### src/rtl/wr_err_inject_pkg.sv
package wr_err_inject_pkg;

  // request coordinate widths
  localparam int COL_W  = 14;
  localparam int PAGE_W = 16;
  localparam int BANK_W = 4;
  localparam int RANK_W = 2;
  localparam int DIMM_W = 2;

  // pattern register layout (decoded by match logic)
  localparam int COL_LSB  = 0;
  localparam int PAGE_LSB = COL_LSB + COL_W;
  localparam int BANK_LSB = PAGE_LSB + PAGE_W;
  localparam int SEL_LSB  = BANK_LSB + BANK_W;   // 3-bit dimm/rank split
  localparam int IGN_COL  = SEL_LSB + 3;
  localparam int IGN_PAGE = IGN_COL + 1;
  localparam int IGN_BANK = IGN_COL + 2;
  localparam int IGN_RANK = IGN_COL + 3;
  localparam int IGN_DIMM = IGN_COL + 4;
  localparam int MATCH_W  = IGN_DIMM + 1;

  localparam int CTL_W = 5;

  typedef enum logic [1:0] {
    RA_PATTERN = 2'd0,
    RA_FLIPMASK = 2'd1,
    RA_CONTROL = 2'd2,
    RA_COUNTER = 2'd3
  } reg_sel_e;

  typedef struct packed {
    logic       par;      // bit 4
    logic       ecc;      // bit 3
    logic [1:0] portion;  // bits 2:1
    logic       rpt;      // bit 0
  } inj_ctl_t;

  typedef struct packed {
    logic [DIMM_W-1:0] dimm;
    logic [RANK_W-1:0] rank;
    logic [BANK_W-1:0] bank;
    logic [PAGE_W-1:0] page;
    logic [COL_W-1:0]  col;
  } req_coord_t;

endpackage

### src/rtl/wr_err_inject_regs.sv
module wr_err_inject_regs
  import wr_err_inject_pkg::*;
#(
  parameter int REG_W      = 64,
  parameter int HALF_ECC_W = 32,
  parameter int CNT_W      = 16
) (
  input  logic                  clk,
  input  logic                  rst,
  input  logic                  reg_wr,
  input  logic [1:0]            reg_addr,
  input  logic [REG_W-1:0]      reg_wdata,
  output logic [REG_W-1:0]      reg_rdata,
  input  logic                  three_dimm,
  input  logic                  fire,
  output logic [MATCH_W-1:0]    act_match,
  output logic [HALF_ECC_W-1:0] act_mask,
  output inj_ctl_t              act_ctl,
  output logic                  act_three,
  output logic                  armed,
  output logic                  done,
  output logic [CNT_W-1:0]      count
);

  logic [MATCH_W-1:0]    sh_match;
  logic [HALF_ECC_W-1:0] sh_mask;
  inj_ctl_t              sh_ctl;
  inj_ctl_t              wr_ctl;
  logic                  wr_pat, wr_msk, wr_ctl_en, wr_cnt;
  logic                  arm_req;

  always_comb begin
    wr_pat    = reg_wr && (reg_addr == RA_PATTERN);
    wr_msk    = reg_wr && (reg_addr == RA_FLIPMASK);
    wr_ctl_en = reg_wr && (reg_addr == RA_CONTROL);
    wr_cnt    = reg_wr && (reg_addr == RA_COUNTER);
    wr_ctl    = inj_ctl_t'(reg_wdata[CTL_W-1:0]);
    arm_req   = wr_ctl.ecc || wr_ctl.par;
  end

  // shadow registers, always writable
  always_ff @(posedge clk) begin
    if (rst) begin
      sh_match <= '0;
      sh_mask  <= '0;
      sh_ctl   <= '0;
    end else begin
      if (wr_pat)    sh_match <= reg_wdata[MATCH_W-1:0];
      if (wr_msk)    sh_mask  <= reg_wdata[HALF_ECC_W-1:0];
      if (wr_ctl_en) sh_ctl   <= wr_ctl;
    end
  end

  // arm state and working copies
  always_ff @(posedge clk) begin
    if (rst) begin
      armed     <= 1'b0;
      done      <= 1'b0;
      act_match <= '0;
      act_mask  <= '0;
      act_ctl   <= '0;
      act_three <= 1'b0;
    end else begin
      if (fire && !act_ctl.rpt) begin
        armed <= 1'b0;
        done  <= 1'b1;
      end
      if (wr_ctl_en) begin
        if (!arm_req) begin
          armed <= 1'b0;
        end else if (!armed) begin
          armed     <= 1'b1;
          done      <= 1'b0;
          act_match <= sh_match;
          act_mask  <= sh_mask;
          act_ctl   <= wr_ctl;
          act_three <= three_dimm;
        end
      end
    end
  end

  // hit counter
  always_ff @(posedge clk) begin
    if (rst) begin
      count <= '0;
    end else if (wr_cnt) begin
      count <= '0;
    end else if (fire) begin
      count <= count + 1'b1;
    end
  end

  // registered readback
  always_ff @(posedge clk) begin
    if (rst) begin
      reg_rdata <= '0;
    end else begin
      case (reg_addr)
        RA_PATTERN:  reg_rdata <= REG_W'(sh_match);
        RA_FLIPMASK: reg_rdata <= REG_W'(sh_mask);
        RA_CONTROL:  reg_rdata <= REG_W'({done, sh_ctl});
        default:     reg_rdata <= REG_W'(count);
      endcase
    end
  end

endmodule

### src/rtl/wr_err_inject_match.sv
module wr_err_inject_match
  import wr_err_inject_pkg::*;
(
  input  logic [MATCH_W-1:0] pattern,
  input  logic               three_mode,
  input  req_coord_t         req,
  output logic               hit
);

  logic col_ok, page_ok, bank_ok, rank_ok, dimm_ok;
  logic [2:0] sel;

  always_comb begin
    sel     = pattern[SEL_LSB +: 3];
    col_ok  = pattern[IGN_COL]  || (pattern[COL_LSB +: COL_W] == req.col);
    page_ok = pattern[IGN_PAGE] || (pattern[PAGE_LSB +: PAGE_W] == req.page);
    bank_ok = pattern[IGN_BANK] || (pattern[BANK_LSB +: BANK_W] == req.bank);
    if (three_mode) begin
      dimm_ok = pattern[IGN_DIMM] || (sel[2:1] == req.dimm);
      rank_ok = pattern[IGN_RANK] || (sel[0] == req.rank[0]);
    end else begin
      dimm_ok = pattern[IGN_DIMM] || (sel[2] == req.dimm[0]);
      rank_ok = pattern[IGN_RANK] || (sel[1:0] == req.rank);
    end
    hit = col_ok && page_ok && bank_ok && rank_ok && dimm_ok;
  end

endmodule

### src/rtl/wr_err_inject_flip.sv
module wr_err_inject_flip
  import wr_err_inject_pkg::*;
#(
  parameter int HALF_ECC_W = 32,
  parameter int PORTIONS   = 2
) (
  input  logic                           fire,
  input  inj_ctl_t                       ctl,
  input  logic [HALF_ECC_W-1:0]          mask,
  input  logic [PORTIONS*HALF_ECC_W-1:0] ecc_in,
  output logic [PORTIONS*HALF_ECC_W-1:0] ecc_out,
  output logic                           par_err
);

  logic [PORTIONS-1:0] take;

  // portion code 01 selects only the lower half, 10 only the upper one
  always_comb begin
    for (int p = 0; p < PORTIONS; p++) begin
      take[p] = fire && ctl.ecc &&
                ((p == 0) ? (ctl.portion != 2'b10) : (ctl.portion != 2'b01));
    end
    par_err = fire && ctl.par;
  end

  for (genvar g = 0; g < PORTIONS; g++) begin : g_half
    assign ecc_out[g*HALF_ECC_W +: HALF_ECC_W] =
      ecc_in[g*HALF_ECC_W +: HALF_ECC_W] ^ (mask & {HALF_ECC_W{take[g]}});
  end

endmodule

### src/rtl/wr_err_inject.sv
module wr_err_inject
  import wr_err_inject_pkg::*;
#(
  parameter int DATA_W     = 512,
  parameter int HALF_ECC_W = 32,
  parameter int REG_W      = 64,
  parameter int CNT_W      = 16,
  localparam int ECC_W     = 2 * HALF_ECC_W
) (
  input  logic              clk,
  input  logic              rst,
  input  logic              reg_wr,
  input  logic [1:0]        reg_addr,
  input  logic [REG_W-1:0]  reg_wdata,
  output logic [REG_W-1:0]  reg_rdata,
  input  logic              three_dimm,
  input  logic              wr_valid,
  input  logic [1:0]        wr_dimm,
  input  logic [1:0]        wr_rank,
  input  logic [3:0]        wr_bank,
  input  logic [15:0]       wr_page,
  input  logic [13:0]       wr_col,
  input  logic [DATA_W-1:0] wr_data,
  input  logic [ECC_W-1:0]  wr_ecc,
  output logic              out_valid,
  output logic [DATA_W-1:0] out_data,
  output logic [ECC_W-1:0]  out_ecc,
  output logic              out_par_err
);

  logic [MATCH_W-1:0]    act_match;
  logic [HALF_ECC_W-1:0] act_mask;
  inj_ctl_t              act_ctl;
  logic                  act_three;
  logic                  armed;
  logic                  done;
  logic [CNT_W-1:0]      count;
  logic                  hit;
  logic                  fire;
  req_coord_t            req;

  assign req = '{dimm: wr_dimm, rank: wr_rank, bank: wr_bank,
                 page: wr_page, col: wr_col};

  wr_err_inject_regs #(
    .REG_W(REG_W), .HALF_ECC_W(HALF_ECC_W), .CNT_W(CNT_W)
  ) u_regs (
    .clk(clk), .rst(rst), .reg_wr(reg_wr), .reg_addr(reg_addr),
    .reg_wdata(reg_wdata), .reg_rdata(reg_rdata), .three_dimm(three_dimm),
    .fire(fire), .act_match(act_match), .act_mask(act_mask),
    .act_ctl(act_ctl), .act_three(act_three), .armed(armed), .done(done),
    .count(count)
  );

  wr_err_inject_match u_match (
    .pattern(act_match), .three_mode(act_three), .req(req), .hit(hit)
  );

  assign fire = armed && wr_valid && hit;

  wr_err_inject_flip #(
    .HALF_ECC_W(HALF_ECC_W), .PORTIONS(2)
  ) u_flip (
    .fire(fire), .ctl(act_ctl), .mask(act_mask), .ecc_in(wr_ecc),
    .ecc_out(out_ecc), .par_err(out_par_err)
  );

  assign out_valid = wr_valid;
  assign out_data  = wr_data;

endmodule

### config.mk
export PLATFORM = sky130hd
export DESIGN_NAME = wr_err_inject
export DESIGN_NICKNAME = d
export VERILOG_FILES = /design/src/rtl/wr_err_inject_pkg.sv /design/src/rtl/wr_err_inject_regs.sv /design/src/rtl/wr_err_inject_match.sv /design/src/rtl/wr_err_inject_flip.sv /design/src/rtl/wr_err_inject.sv
export SDC_FILE = /design/constraint.sdc
export NUM_CORES = 1
export LEC_CHECK = 0
export ABC_AREA = 1
export BUFFER_PORTS_ARGS = -buffer_cell sky130_fd_sc_hd__buf_2
export CAP_MARGIN = 20
export CORE_AREA = 3 3 517 519
export CTS_CLUSTER_SIZE = 40
export DETAILED_ROUTE_END_ITERATION = 7
export DIE_AREA = 0 0 520 522
export SYNTH_ARGS = -nofsm -noshare
export SYNTH_HDL_FRONTEND = slang
export SYNTH_SLANG_ARGS = --single-unit
### constraint.sdc
create_clock -name clk -period 2.6 [get_ports clk]
set_input_delay 0.26 -clock clk [delete_from_list [all_inputs] [get_ports clk]]
set_output_delay 0.26 -clock clk [all_outputs]
set_load 0.1 [all_outputs]
After elaboration in Yosys (flattened, before gate mapping)
Cells that the tools add are included.
Cells by class
  bitwise operators: 5
  muxes and demuxes: 11
  reduce and logical (&&, ||, !) cells: 27
  equality and inequality tests: 12
  add/subtract/negate cells: 1
Operator list (count)
  one-hot mux 42 bit (3 select lines): 1
  bitwise AND 32 bit: 2
  bitwise XOR 32 bit: 2
  adder 16 x 1 -> 16 bit (second input constant): 1
  == test 16 bit: 1
  logical AND 1 bit: 15
  == test 14 bit: 1
  two-way mux 1 bit: 10
  logical OR 1 bit: 8
  == test 2 bit: 2
  == test 2 bit (second input constant): 2
  == test 4 bit: 1
  AND reduction 3 bit: 1
  == test 1 bit: 2
  == test 2 x 1 -> 1 bit (second input constant): 1
  zero test 2 bit: 1
  != test 2 x 1 -> 1 bit (second input constant): 1
  != test 2 bit (second input constant): 1
  OR reduction 2 bit: 1
  zero test 1 bit: 1
  NOT 1 bit: 1
Storage, ports and cells
  word-level logic and storage cells: 73
  flip-flop bits (word level): 241
  input bits: 685
  output and inout bits: 642

Depth between registers and ports, before layout
  depth in word-level cells: 12
  mapped depth: 14
  mapped depth without buffers: 13

By module
Synthesis repeated with hierarchy kept, for this count alone.
Second synthesis, totals
  cell total of the unflattened synthesis: 2083
  area total of the unflattened synthesis: 14523.9 um^2
Modules (own cells, without submodules)
  wr_err_inject_regs: area an instance 8169.1 um^2, sequential area each 4384.2 um^2, instances 1, cells each 1051
  wr_err_inject: area an instance 3865.0 um^2, sequential area each 0.0 um^2, instances 1, cells each 516
  wr_err_inject_flip: area an instance 1767.9 um^2, sequential area each 0.0 um^2, instances 1, cells each 354
  wr_err_inject_match: area an instance 721.9 um^2, sequential area each 0.0 um^2, instances 1, cells each 162

Worst setup path after synthesis
Ideal clock, no wire load.
  path type: reg-to-output
  start point: register u_regs.act_match[36]
  end point: output out_par_err
  arrival: 2506 ps
  setup slack: -166 ps
  stages on the path, launching flop included: 12
  required time: 2340 ps
  buffers on the path: 1
  path through: dfxtp_1 -> inv_1 -> nand2_1 -> nand3_1 -> nand2_1 -> inv_1 -> nand2_1 -> nand2_1 -> nor2_1 -> nand3_2 -> clkbuf_1 -> nor2_1
Between the ends
  word-level cells in the longest chain between the ends: 6
  elaborated cells on any way between the ends: 8
  those cells by class: eq/ne (2); mux (1); reduce/logical (5)
RTL lines
  start, declared: RTL line wr_err_inject_regs.sv:16  | output logic [MATCH_W-1:0] act_match,
  start signal, assigned: RTL line wr_err_inject_regs.sv:74  | act_match <= sh_match;
  == test 2 bit or == test 1 bit (tied branches): RTL line wr_err_inject_match.sv:19, wr_err_inject_match.sv:22
  logical OR 1 bit (on tied branches): RTL line wr_err_inject_match.sv:19, wr_err_inject_match.sv:22
  two-way mux 1 bit (*): RTL line wr_err_inject_match.sv:18  | if (three_mode) begin
  logical AND 1 bit (*): RTL line wr_err_inject_match.sv:25  | hit = col_ok && page_ok && bank_ok && rank_ok && dimm_ok;
  logical AND 1 bit (*): RTL line wr_err_inject.sv:59  | assign fire = armed && wr_valid && hit;
  logical AND 1 bit (*): RTL line wr_err_inject_flip.sv:23  | par_err = fire && ctl.par;
  end, declared: RTL line wr_err_inject.sv:28  | output logic out_par_err
Every way passes the cells marked *; elsewhere a longest branch is shown, timed or not.

Final worst setup path
  start point: register u_regs.act_match[8]
  end point: output out_ecc[57]
Between the ends
  word-level cells in the longest chain between the ends: 11
RTL lines
  == test 14 bit: RTL line wr_err_inject_match.sv:15  | col_ok = pattern[IGN_COL] || (pattern[COL_LSB +: COL_W] == req.col);
  logical OR 1 bit: RTL line wr_err_inject_match.sv:15
  logical AND 1 bit (4 in a row): RTL line wr_err_inject_match.sv:25
  logical AND 1 bit: RTL line wr_err_inject.sv:59
  logical AND 1 bit (2 in a row): RTL line wr_err_inject_flip.sv:20  | take[p] = fire && ctl.ecc &&
  bitwise AND 32 bit: RTL line wr_err_inject_flip.sv:28  | ecc_in[g*HALF_ECC_W +: HALF_ECC_W] ^ (mask & {HALF_ECC_W{take[g]}});
  bitwise XOR 32 bit: RTL line wr_err_inject_flip.sv:28
  end, declared: RTL line wr_err_inject.sv:27  | output logic [ECC_W-1:0] out_ecc,
No other way between the ends.

==> flow_results.org <==
** Critical path
- For this run, the slowest stage of the critical path takes 340 ps.
- The most numerous cell type found on the critical path is sky130_fd_sc_hd__buf_12.
- The worst setup path is launched from a flip-flop.
- Walking the worst path, the cells encountered are inv_2 -> nand2_2 -> nand2_2 -> nor2_2 -> nand2_1 -> nor2_1 -> buf_4 -> nand2_4 -> nand2_4 -> nand3_4 -> nor2_8 -> buf_12 -> buf_12 -> buf_12 -> clkbuf_16 -> nand4_1 -> nand2_2 -> buf_12.
- Among all stages on the critical path, the largest delay is contributed by sky130_fd_sc_hd__dfxtp_2.
- The startpoint identified for the worst register-to-register timing path is u_regs.act_match[8].
- The worst setup path is of the flip-flop to primary output kind.
- CP arrival :: 2840 ps
- The critical path starts at u_regs.act_match[8].
- Category of cells accounting for the largest share of critical-path delay :: simple AND/OR/NAND/NOR gates
- Total buffers and inverters traversed by the critical path :: 7
- Worst Path Required :: 2340 ps
- Crit path max fanout :: 4
- Type of element capturing the critical path :: primary output

** Floorplanning
- After floorplanning, the core was sized to cover 263000 sq um.
- The initial utilization of the core area, before any placement, comes to 5.50%.
- The die covers 271000 sq um.
- Number of ports placed on the die boundary :: 1327
- The floorplan has 188 rows.
- Width of the die :: 520 um
- The floorplan step set the die height to 522 um.

** Global routing
- First-pass GRT wire length :: 214000 um
- Pin count of the biggest net entering global routing :: 100
- The via count of the first global-routing pass is 11800.
- Across every metal layer, demand over resource in global routing totals 13.2%.
- Number of antenna violations at the first check in global routing :: 101
- The total overflow left after global routing is 0.

** CTS
- The clock passes through at most 3 buffers.
- Clock tree synthesis inserted a total of 26 buffers.
- Sinks on Clock Net :: 219
- CTS placed an instance of sky130_fd_sc_hd__clkbuf_16 at the clock tree root.
- CTS tree :: done
- Clock latency on the worst-skew pair, taken at its later pin, is 610 ps.
- CTS built an H-tree with a depth of 1.
- Clock-pin slew reported for the worst setup and hold paths after clock tree synthesis :: 60 ps

** Placed design
- The wire-length estimate of the detail-placed layout is 172000 um.
- Port buffer count :: 258
- Total placed cells including tap cells :: 5268
- Routability Congestion :: 0.850

** Layout
- The post-route netlist has 25.1% of its cells at a drive strength greater than 1.
- The library cell used most frequently in the layout, excluding fill and tap cells, is sky130_fd_sc_hd__nand2_1.
- The top cell types in the final layout, fill and taps aside, are 266 x sky130_fd_sc_hd__nand2_1, 225 x sky130_fd_sc_hd__inv_1, 207 x sky130_fd_sc_hd__dfxtp_1.
- The net count of the finished layout is 2536.
- Synthesis-to-layout area growth :: 33.7%
- Final non-filler cell total :: 5407

** Power and ir drop
- Switching share of total power :: 34.0%
- Per report_power, the sequential group accounts for 38.6% of the total.
- Combinational group share of total power :: 19.8%
- Power per cell area :: 483 nW/um^2
- Reported leakage power :: 0.00696 uW
- The clock network burns 41.6% of the power.
- The internal portion of the total power is 6160 uW.
- VDD sags by at most 0.000463 V.
- Total power for the finished layout comes to 9330 uW.
- The analysis attributes to net switching a power of 3170 uW.

** Route
- After detailed routing, the average wire length per cell comes to 35.2 um.
- The first detailed-routing pass ran for 7 iterations.
- Total vias in the final route :: 13300
- For this run, design rule violations remaining after detail routing come to 0.
- Starting DRC count in detailed routing :: 1111
- The final layout contains routed wiring with a total length of 190000 um.
- The count of nets left with antenna violations once routing finished came out at 0.
- Via density per instance :: 2.46

** Logic synthesis
- Number of instances in the synthesized netlist :: 2060
- Synthesized flop and latch total :: 219
- The synthesized netlist occupies a cell area of 14400 sq um.
- Yosys printed 0 warnings.
- Most instantiated flip-flop cell in the synthesis netlist :: sky130_fd_sc_hd__dfxtp_1
- After synthesis, flip-flops and latches occupy 30.4% of the total area.
- Fraction of registers with async set or reset after synthesis :: 0%
- Counting flops with a built-in enable in the synthesized netlist gives 0.
- The netlist uses 34 different library cells.
- Mean instance size in the synthesized netlist :: 7.01 sq um

** Run status
- Failing checks :: negative setup slack
- The flow ran to the end, but the final reports show violations.

** Job
- Max-cap violations in this run came to 0.

** Worst hold path
- The tightest min-delay check is of the input pin to flip-flop type.
- In this run the most critical hold path is launched from rst.

** STA
- Share of the clock period used by the worst path :: 119%
- Final WS setup :: -497 ps
- The hold violation count in the final report was 0.
- Highest clock rate :: 0.323 GHz
- Hold slack final :: 210 ps
- For the pin with the worst max-slew slack, the measured transition is 759 ps.
- Setup total negative slack on the finished layout was measured at -28480 ps.
- Max-slew headroom :: 49.8%
- Final Slew Violations :: 0
- Crit path time final :: 3100 ps
- Clock skew :: 43.5 ps
- Setup repair after global routing could not meet its margin everywhere.
- Setup violations remaining at the end of the flow were counted as 65.
-- layout make-up --
cell class,count,area [sq um]
flip-flops and latches,219,4410
clock inverters,15,160
diodes,22,55.1
well taps,3515,4400
repair buffers,370,3700
inverters,233,880
multi-input cells,1000,4980
clock buffers,33,727
fillers,31000,243000
-- cell families (layout without fill, tap and decap cells) --
| family | Yosys count | in the layout | share of synthesized area (%) |
|---|---|---|---|
| flip-flops | 219 | 219 | 30.4 |
| other | 1 | 44 | 0.0260 |
| adder cells (fa/ha/maj) | 1 | 1 | 0.0866 |
| buffers and inverters | 862 | 651 | 37.3 |
| AND/OR/NAND/NOR | 609 | 609 | 18.7 |
| XOR/XNOR | 14 | 14 | 0.849 |
| AO/OA/AOI/OAI | 354 | 354 | 12.8 |
-- worst min-delay path: cells and delay by family --
kind / cells / cell delay (ps)
AND/OR/NAND/NOR: 1 / 40
AO/OA/AOI/OAI: 1 / 150
buffers and inverters: 2 / 300
-- cell usage after synthesis (all sizes together), types with 10 or more instances --
master	count	area [sq um]
nand4	129	807
a21oi	167	836
nor2	117	470
nand2	330	1240
nand3	16	85.1
inv	232	871
clkbuf	57	214
dfxtp	219	4380
buf	572	4290
o21ai	162	811
xor2	10	87.6
nor3	13	70.1
-- through the flow --
stage | utilization (%) | setup slack (ps) | cell area (sq um)
finish | 7.35 | -497 | 19300
global route | 7.34 | -688 | 19300
CTS | 7.26 | -694 | 19100
detailed placement | 6.55 | -230 | 17200
global placement | 6.55 | -230 | 17200
floorplan | - | 265 | 14500
-- what timing repair did --
| item | 4_1_cts | 5_1_grt |
|---|---|---|
| hold buffers | 44 | 0 |
| resized for setup | 60 | 54 |
| endpoints found under the hold margin | 83 | 0 |
| gates cloned | 7 | 8 |
| endpoints found under the setup margin | 65 | 65 |
| setup buffers | 13 | 5 |
| pin swaps | 52 | 37 |
-- path summary, 6_finish.rpt --
kind                          to  slack, ps  cells after the start
max                  out_ecc[57]       -500                     18
min          u_regs.sh_match[36]        210                      4
max reg2reg      u_regs.count[2]        250                     18
min reg2reg     u_regs.sh_ctl[4]        450                      2
-- power by group through the flow --
| stage | clock network [uW] | registers (uW) | logic [uW] |
|---|---|---|---|
| after global placement | 0 | 3670 | 1760 |
| after detailed placement | 0 | 3670 | 1770 |
| after CTS | 4050 | 3600 | 1860 |
| after floorplan | 0 | 3730 | 4700 |
| after global routing | 4130 | 3610 | 1970 |
| final | 3890 | 3600 | 1840 |
-- state kept, by name, summed over array words and instances, names as in the netlist --
name and flops:
u_regs.act_three 1, u_regs.count 16, u_regs.act_ctl 5, u_regs.act_match 42, u_regs.act_mask 32, u_regs.armed 1
u_regs.sh_match 42, u_regs.reg_rdata 42, u_regs.done 1, u_regs.sh_ctl 5, u_regs.sh_mask 32
-- per-layer routing --
| layer | global-route usage, % | wire length, um | share of wire, % | vias to the layer above |
|---|---|---|---|---|
| met2 | 18.5 | 75300 | 40 | 1342 |
| met3 | 22.9 | 69400 | 37 | 532 |
| met5 | 1.25 | 810 | 0.43 | - |
| met1 | 5.98 | 30600 | 16 | 5683 |
| met4 | 7.81 | 14000 | 7.4 | 76 |
| li1 | - | - | - | 5642 |
No activity file was read; power rests on OpenSTA's default activity.
